<file path="src/rtl/frac_pkg.sv">
package frac_pkg;
  typedef enum logic [1:0] {
    SCH_TWOMOD = 2'd0,
    SCH_ACCUM  = 2'd1,
    SCH_EXACT  = 2'd2,
    SCH_EXACT2 = 2'd3
  } scheme_e;
endpackage

</file>
<file path="src/rtl/twomod_div.sv">
module twomod_div #(
  parameter int LO = 812
) (
  input  logic clk,
  input  logic rst,
  output logic tick_o,
  output logic sq_o
);
  localparam int CW   = $clog2(LO + 1);
  localparam int HALF = LO / 2;

  logic [CW-1:0] cnt, c_nxt, last;
  logic          alt;

  assign last  = alt ? CW'(LO) : CW'(LO - 1);
  assign c_nxt = (cnt == last) ? '0 : cnt + 1'b1;

  always_ff @(posedge clk) begin
    if (rst) begin
      cnt    <= '0;
      alt    <= 1'b0;
      tick_o <= 1'b0;
      sq_o   <= 1'b0;
    end else begin
      cnt    <= c_nxt;
      tick_o <= (cnt == last);
      sq_o   <= (c_nxt < CW'(HALF));
      if (cnt == last) alt <= ~alt;
    end
  end


  cnt_bound_chk: assert property (@(posedge clk) disable iff (rst) cnt <= CW'(LO));

  tm_tick_chk: assert property (@(posedge clk) disable iff (rst) tick_o |-> (cnt == '0));
endmodule

</file>
<file path="src/rtl/accum_div.sv">
module accum_div #(
  parameter int W   = 21,
  parameter int INC = 2581
) (
  input  logic clk,
  input  logic rst,
  output logic tick_o,
  output logic sq_o
);
  logic [W-1:0] acc;
  logic [W:0]   sum;

  assign sum  = {1'b0, acc} + (W+1)'(INC);
  assign sq_o = acc[W-1];

  always_ff @(posedge clk) begin
    if (rst) begin
      acc    <= '0;
      tick_o <= 1'b0;
    end else begin
      acc    <= sum[W-1:0];
      tick_o <= sum[W];
    end
  end


  acc_tick_chk: assert property (@(posedge clk) disable iff (rst) tick_o |-> (acc < W'(INC)));
endmodule

</file>
<file path="src/rtl/bothedge_div.sv">
module bothedge_div #(
  parameter int DIV = 1625,
  parameter int HI  = 812
) (
  input  logic clk,
  input  logic rst,
  input  logic style_i,
  output logic tick_o,
  output logic sq_o
);
  localparam int CW = $clog2(DIV);

  logic [CW-1:0] cnt, c_nxt, c_p1;
  logic [CW:0]   c_two;
  logic          r_par, f_par;

  function automatic logic lvl(input logic [CW-1:0] c, input logic sty);
    return sty ? c[CW-1] : (c < CW'(HI));
  endfunction

  assign c_two = {1'b0, cnt} + (CW+1)'(2);
  assign c_nxt = (c_two >= (CW+1)'(DIV)) ? CW'(c_two - (CW+1)'(DIV)) : c_two[CW-1:0];
  assign c_p1  = (cnt == CW'(DIV - 1)) ? '0 : cnt + 1'b1;
  assign sq_o  = r_par ^ f_par;

  always_ff @(posedge clk) begin
    if (rst) begin
      cnt    <= '0;
      r_par  <= 1'b0;
      tick_o <= 1'b0;
    end else begin
      cnt    <= c_nxt;
      r_par  <= lvl(c_nxt, style_i) ^ f_par;
      tick_o <= (c_nxt == '0) || (c_nxt == CW'(DIV - 1));
    end
  end

  always_ff @(negedge clk) begin
    if (rst) f_par <= 1'b0;
    else     f_par <= lvl(c_p1, style_i) ^ r_par;
  end


  ev_bound_chk: assert property (@(posedge clk) disable iff (rst) cnt < CW'(DIV));

  ev_tick_chk: assert property (@(posedge clk) disable iff (rst)
    tick_o |-> ((cnt == '0) || (cnt == CW'(DIV - 1))));
endmodule

</file>
<file path="src/rtl/frac_tick_gen.sv">
module frac_tick_gen #(
  parameter int LO_DIV  = 812,
  parameter int ACC_W   = 21,
  parameter int ACC_INC = 2581,
  parameter int EV_DIV  = 1625,
  parameter int EV_HI   = 812
) (
  input  logic       clk,
  input  logic       rst,
  input  logic [1:0] mode_sel,
  input  logic       duty_sel,
  output logic       tick_en,
  output logic       sq_out
);
  import frac_pkg::*;

  scheme_e mode_q;
  logic    duty_q;
  logic    tm_tick, tm_sq, ac_tick, ac_sq, ev_tick, ev_sq;

  always_ff @(posedge clk) begin
    if (rst) begin
      mode_q <= scheme_e'(mode_sel);
      duty_q <= duty_sel;
    end
  end

  twomod_div #(.LO(LO_DIV)) u_tm (
    .clk(clk), .rst(rst), .tick_o(tm_tick), .sq_o(tm_sq));

  accum_div #(.W(ACC_W), .INC(ACC_INC)) u_ac (
    .clk(clk), .rst(rst), .tick_o(ac_tick), .sq_o(ac_sq));

  bothedge_div #(.DIV(EV_DIV), .HI(EV_HI)) u_ev (
    .clk(clk), .rst(rst), .style_i(duty_q), .tick_o(ev_tick), .sq_o(ev_sq));

  always_comb begin
    case (mode_q)
      SCH_TWOMOD: begin tick_en = tm_tick; sq_out = tm_sq; end
      SCH_ACCUM:  begin tick_en = ac_tick; sq_out = ac_sq; end
      default:    begin tick_en = ev_tick; sq_out = ev_sq; end
    endcase
  end


  tick_single_chk: assert property (@(posedge clk) disable iff (rst) tick_en |=> !tick_en);

  mode_hold_chk: assert property (@(posedge clk) disable iff (rst)
    !$rose(rst) |=> ($stable(mode_q) && $stable(duty_q)));
endmodule

</file>
<file path="config.mk">
export PLATFORM = sky130hd
export DESIGN_NAME = frac_tick_gen
export DESIGN_NICKNAME = d
export VERILOG_FILES = /design/src/rtl/frac_pkg.sv /design/src/rtl/twomod_div.sv /design/src/rtl/accum_div.sv /design/src/rtl/bothedge_div.sv /design/src/rtl/frac_tick_gen.sv
export SDC_FILE = /design/constraint.sdc
export NUM_CORES = 1
export LEC_CHECK = 0
export BUFFER_PORTS_ARGS = -buffer_cell sky130_fd_sc_hd__clkbuf_2
export CORE_MARGIN = 3
export CORE_UTILIZATION = 45
export DETAILED_ROUTE_END_ITERATION = 6
export GPL_TIMING_DRIVEN = 1
export SETUP_SLACK_MARGIN = 0.02
export SYNTH_ARGS = -nofsm -noshare
export SYNTH_HDL_FRONTEND = slang
export SYNTH_HIERARCHICAL = 1
export SYNTH_SLANG_ARGS = --single-unit
</file>
<file path="constraint.sdc">
create_clock -name clk -period 5.96 [get_ports clk]
set_input_delay 1.192 -clock clk [delete_from_list [all_inputs] [get_ports clk]]
set_output_delay 1.192 -clock clk [all_outputs]
set_load 0.01 [all_outputs]
</file>
# ---- Yosys cells after proc, flatten, opt, wreduce, memory -nomap -nowiden
# Cells that the tools add are included.
dict set report classes {
  order_cmp 4
  eq_ne 4
  bitwise 4
  n_mux 8
  n_reduce_logical 3
  add_sub_neg 5
}
# cell count
set op_table {}
lappend op_table {{21-bit by 12-bit adder with 22-bit output, second input constant} 1}
lappend op_table {{11-bit equality test, second input constant} 2}
lappend op_table {{11-bit by 10-bit less-than comparator with 1-bit output, second input constant} 2}
lappend op_table {{11-bit 2-to-1 mux} 2}
lappend op_table {{11-bit by 2-bit adder with 12-bit output, second input constant} 1}
lappend op_table {{12-bit by 11-bit greater-or-equal comparator with 1-bit output, second input constant} 1}
lappend op_table {{11-bit by 1-bit adder with 11-bit output, second input constant} 1}
lappend op_table {{11-bit zero test} 1}
lappend op_table {{11-bit subtractor, second input constant} 1}
lappend op_table {{10-bit by 1-bit adder with 10-bit output, second input constant} 1}
lappend op_table {{10-bit equality test} 1}
lappend op_table {{10-bit by 9-bit less-than comparator with 1-bit output, second input constant} 1}
lappend op_table {{10-bit 2-to-1 mux} 1}
lappend op_table {{1-bit case mux with 2 select lines} 2}
lappend op_table {{3-bit 2-to-1 mux} 1}
lappend op_table {{1-bit bitwise XOR} 3}
lappend op_table {{2-bit by 1-bit equality test with 1-bit output, second input constant} 1}
lappend op_table {{2-bit zero test} 1}
lappend op_table {{1-bit 2-to-1 mux} 2}
lappend op_table {{1-bit logical OR} 1}
lappend op_table {{1-bit inverter} 1}
dict set report word_totals {
  ff_bits 52
  word_cells 40
  output_inout_bits 2
  inputBits 5
}

# ---- Longest topological paths before layout
dict set report depth {
  ltp_word 6
  ltp_mapped 11
  mapped_depth_nobuf 10
}

# ---- Cells and area by module
# Netlist, hierarchy kept.
# mod area_per_inst_um2 instances cells_each seq_area_each_um2
set modules_own_cells {}
lappend modules_own_cells {bothedge_div 1679.1 1 211 280.3}
lappend modules_own_cells {accum_div 1044.8 1 112 440.4}
lappend modules_own_cells {twomod_div 644.4 1 74 260.2}
lappend modules_own_cells {frac_tick_gen 127.6 1 9 90.1}

==> flow_metrics.py <==
metrics = {
    "clock_network": {
        "post_cts_buffers": 0,
        "htreeDepth": 2,
        "cts_tree": "done",
        "cts-root-buf": "clkbuf_8",
        "cts_buffers": 5,
        "clk_pin_slew_ps": 100,
        "holdBufCountCts": 0,
        "clkLatencyLatePin_ps": 360,
        "clock_path_buffers": 2,
        "cts-resized-gates": 0,
        "cts_sinks": 52,
    },
    "synthesis": {
        "synth-warning-count": 6,
        "syn_nets": 418,
        "synth_xor_area_share_pct": 7.98,
        "syn_inst": 406,
        "synthDistinctLibCells": 80,
        "yosys.area_share.simple_pct": 28.0,
        "muxShareOfSynthArea_pct": 3.44,
        "synth_top_family_by_area": "simple AND/OR/NAND/NOR gates",
        "avgSynthCellArea_um2": 8.61,
        "ys_seq_area_share_pct": 30.6,
        "synthFlopType": "dfxtp_1",
        "syn_area_um2": 3500,
        "async_flop_share_pct": 0,
        "synth-adder-area-share_pct": 2.51,
        "synth_edf_count": 3,
        "synth-seq-cells": 52,
        "synth_compound_area_share_pct": 21.9,
    },
    "critical_path": {
        "worst-setup-path-type": "reg -> out",
        "cp-start-kind": "flip-flop",
        "reg2reg_depth": 9,
        "cp_max_fo": 6,
        "crit_arrival_ps": 4190,
        "cpPeakStageDelay_ps": 400,
        "critPathRequiredTime_ps": 4770,
        "path_cells": "xor2_1 > nand2_1 > o21ai_1 > clkbuf_2",
        "crit_slowest_cell": "dfxtp_1",
        "end_kind": "output port",
    },
    "final_layout": {
        "design_area_um2": 3620,
        "nets": 411,
        "final_util_pct": 48.9,
        "final_common_cell": "nor2_1",
        "layout_common_cells": "55 x nor2_1, 49 x dfxtp_1, 22 x nand3_1",
        "stdcell_count": 499,
        "antenna_cells": 0,
        "drive_gt1_share_pct": 14.8,
        "syn2layout_area_growth_pct": 3.69,
    },
    "grt": {
        "grt.total_usage_pct": 18.3,
        "grt_first_pass_wirelength_um": 13000,
        "grt_antenna_before_repair": 0,
        "grt_overflow_total": 0,
        "grt_pass1_vias": 2703,
        "grt_max_degree": 53,
    },
    "placed_design": {
        "numPortBuffers": 6,
        "dp_hpwl_um": 5460,
        "gp_congestion": 0.904,
        "dp_cells": 491,
        "placed_area_um2": 3510,
        "post-place-ws_ps": 626,
    },
    "sta": {
        "finalSetupViolCount": 0,
        "hold_violations": 0,
        "final.setup.tns_ps": 0,
        "fin_worst_skew_ps": 61.7,
        "setup_ws_ps": 579,
        "drv_slew": 0,
        "slew_headroom_pct": 33.0,
        "rsz0062_at_grt": "false",
        "tightestPinTransition_ps": 1000,
    },
    "floorplanning": {
        "initial_core_util_pct": 47.2,
        "fp-row-count": 31,
        "pin_count": 7,
        "die-height_um": 94.1,
        "dieArea_um2": 8860,
        "die_x_um": 94.1,
        "core_area_um2": 7410,
    },
    "status": {
        "status": "finished clean",
    },
    "route": {
        "wl_per_cell_um": 15.2,
        "drtAntennaViolNets": 0,
        "dr.first_iter.drc_count": 267,
        "vias": 2908,
        "drc": 0,
        "finalWirelength_um": 7600,
        "viasPerCell": 5.83,
        "dr.pass1.iters": 4,
    },
    "hold_path": {
        "min_path_type": "reg -> reg",
        "whs_path_depth": 1,
    },
    "power_and_ir_drop": {
        "peakVddDrop_mv": 0.156,
        "powerDensity_nw_per_um2": 205,
        "power.leakage_uw": 0.00126,
    },
    "job": {
        "maxCapViolCount": 0,
    },
}
state kept, by name, summed over array words and instances (netlist names):
signal / flops
u_ac/acc: 21
u_ev/cnt: 11
u_tm/cnt: 10
mode_q: 2
duty_q: 1
u_ac/tick_o: 1
u_ev/f_par: 1
u_ev/r_par: 1
u_ev/tick_o: 1
u_tm/alt: 1
u_tm/sq_o: 1
u_tm/tick_o: 1
cell usage after synthesis (3+ instances only):
master      n  area, um^2
mux2_2      4        45.0
a21oi_1    19        95.1
nand2_1    21        78.8
buf_4       4        30.0
xnor2_1    11        96.3
inv_1      10        37.5
nand3_1    22         110
o21ai_1     3        15.0
buf_6       5        56.3
o2111ai_1   4        35.0
xor2_1     14         123
mux2_1      4        45.0
buf_2       8        40.0
clkbuf_1    3        11.3
nand2b_1    5        31.3
nor2_1     55         206
nor3_1     12        60.1
or2_2       4        25.0
nor4_1      7        43.8
o21a_1      5        37.5
nor2b_1    12        75.1
a31oi_1     3        18.8
o211ai_1    5        37.5
o311ai_0    3        26.3
nand4_1    11        68.8
mux2i_1     3        30.0
ha_1        7        87.6
and3_1      5        31.3
and4_1      4        35.0
a21oi_2     5        43.8
a311oi_1    3        26.3
o21ai_0     9        45.0
dfxtp_1    49         981
a21boi_0    3        22.5
a21o_1      3        22.5
edfxtp_1    3        90.1
through the flow:
stage | hold WS (ps) | power, uW
after global routing | 512 | 784
after floorplan | 430 | 479
final | 473 | 744
after global placement | 447 | 499
after CTS | 478 | 752
after detailed placement | 454 | 501
cell families (layout without fill, tap and decap cells):
logic type,after synthesis,in the layout
buf+inv,32,26
fa+ha+maj,7,7
simple gates,180,180
flops,52,52
mux,11,11
xor+xnor,28,28
compound gates,96,96
critical path, delay by kind of cell (launching register included):
kind                      cells  cell delay, ps
buffers and inverters         1             150
xor gates and xnor gates      1             160
DFF                           1             400
and+or+nand+nor               1              60
AOI/OAI and AO/OA             1              80
final timing paths:
| kind | end | startpoint | slack (ps) |
|---|---|---|---|
| setup / recovery | sq_out | u_ev/f_par | 580 |
| hold reg to reg | u_ac/acc[0] | u_ac/acc[0] | 470 |
| hold / removal | u_ac/acc[0] | u_ac/acc[0] | 470 |
| setup reg to reg | u_ev/f_par | u_ev/cnt[1] | 630 |
layer usage:
layer,part of all wire [%],vias to the layer above,global-route usage [%]
met4,1.7,0,5.05
met5,0,-,0
li1,-,1477,-
met1,51,1338,27.3
met3,4.8,13,2.80
met2,42,80,27.0
cell type report:
type / count / area (um^2)
Multi-Input combinational cell: 322 / 2230
Clock inverter: 4 / 50.0
Clock buffer: 5 / 68.8
Fill cell: 716 / 3780
Tap cell: 99 / 124
Inverter: 9 / 33.8
Sequential cell: 52 / 1070
Timing Repair Buffer: 8 / 45.0
where the power goes:
group          internal [uW]  switching [uW]
Sequential               370            28.9
Combinational           40.4            53.2
Clock                    128             124
Total                    538             206
Power figures use the tool's default switching activity.
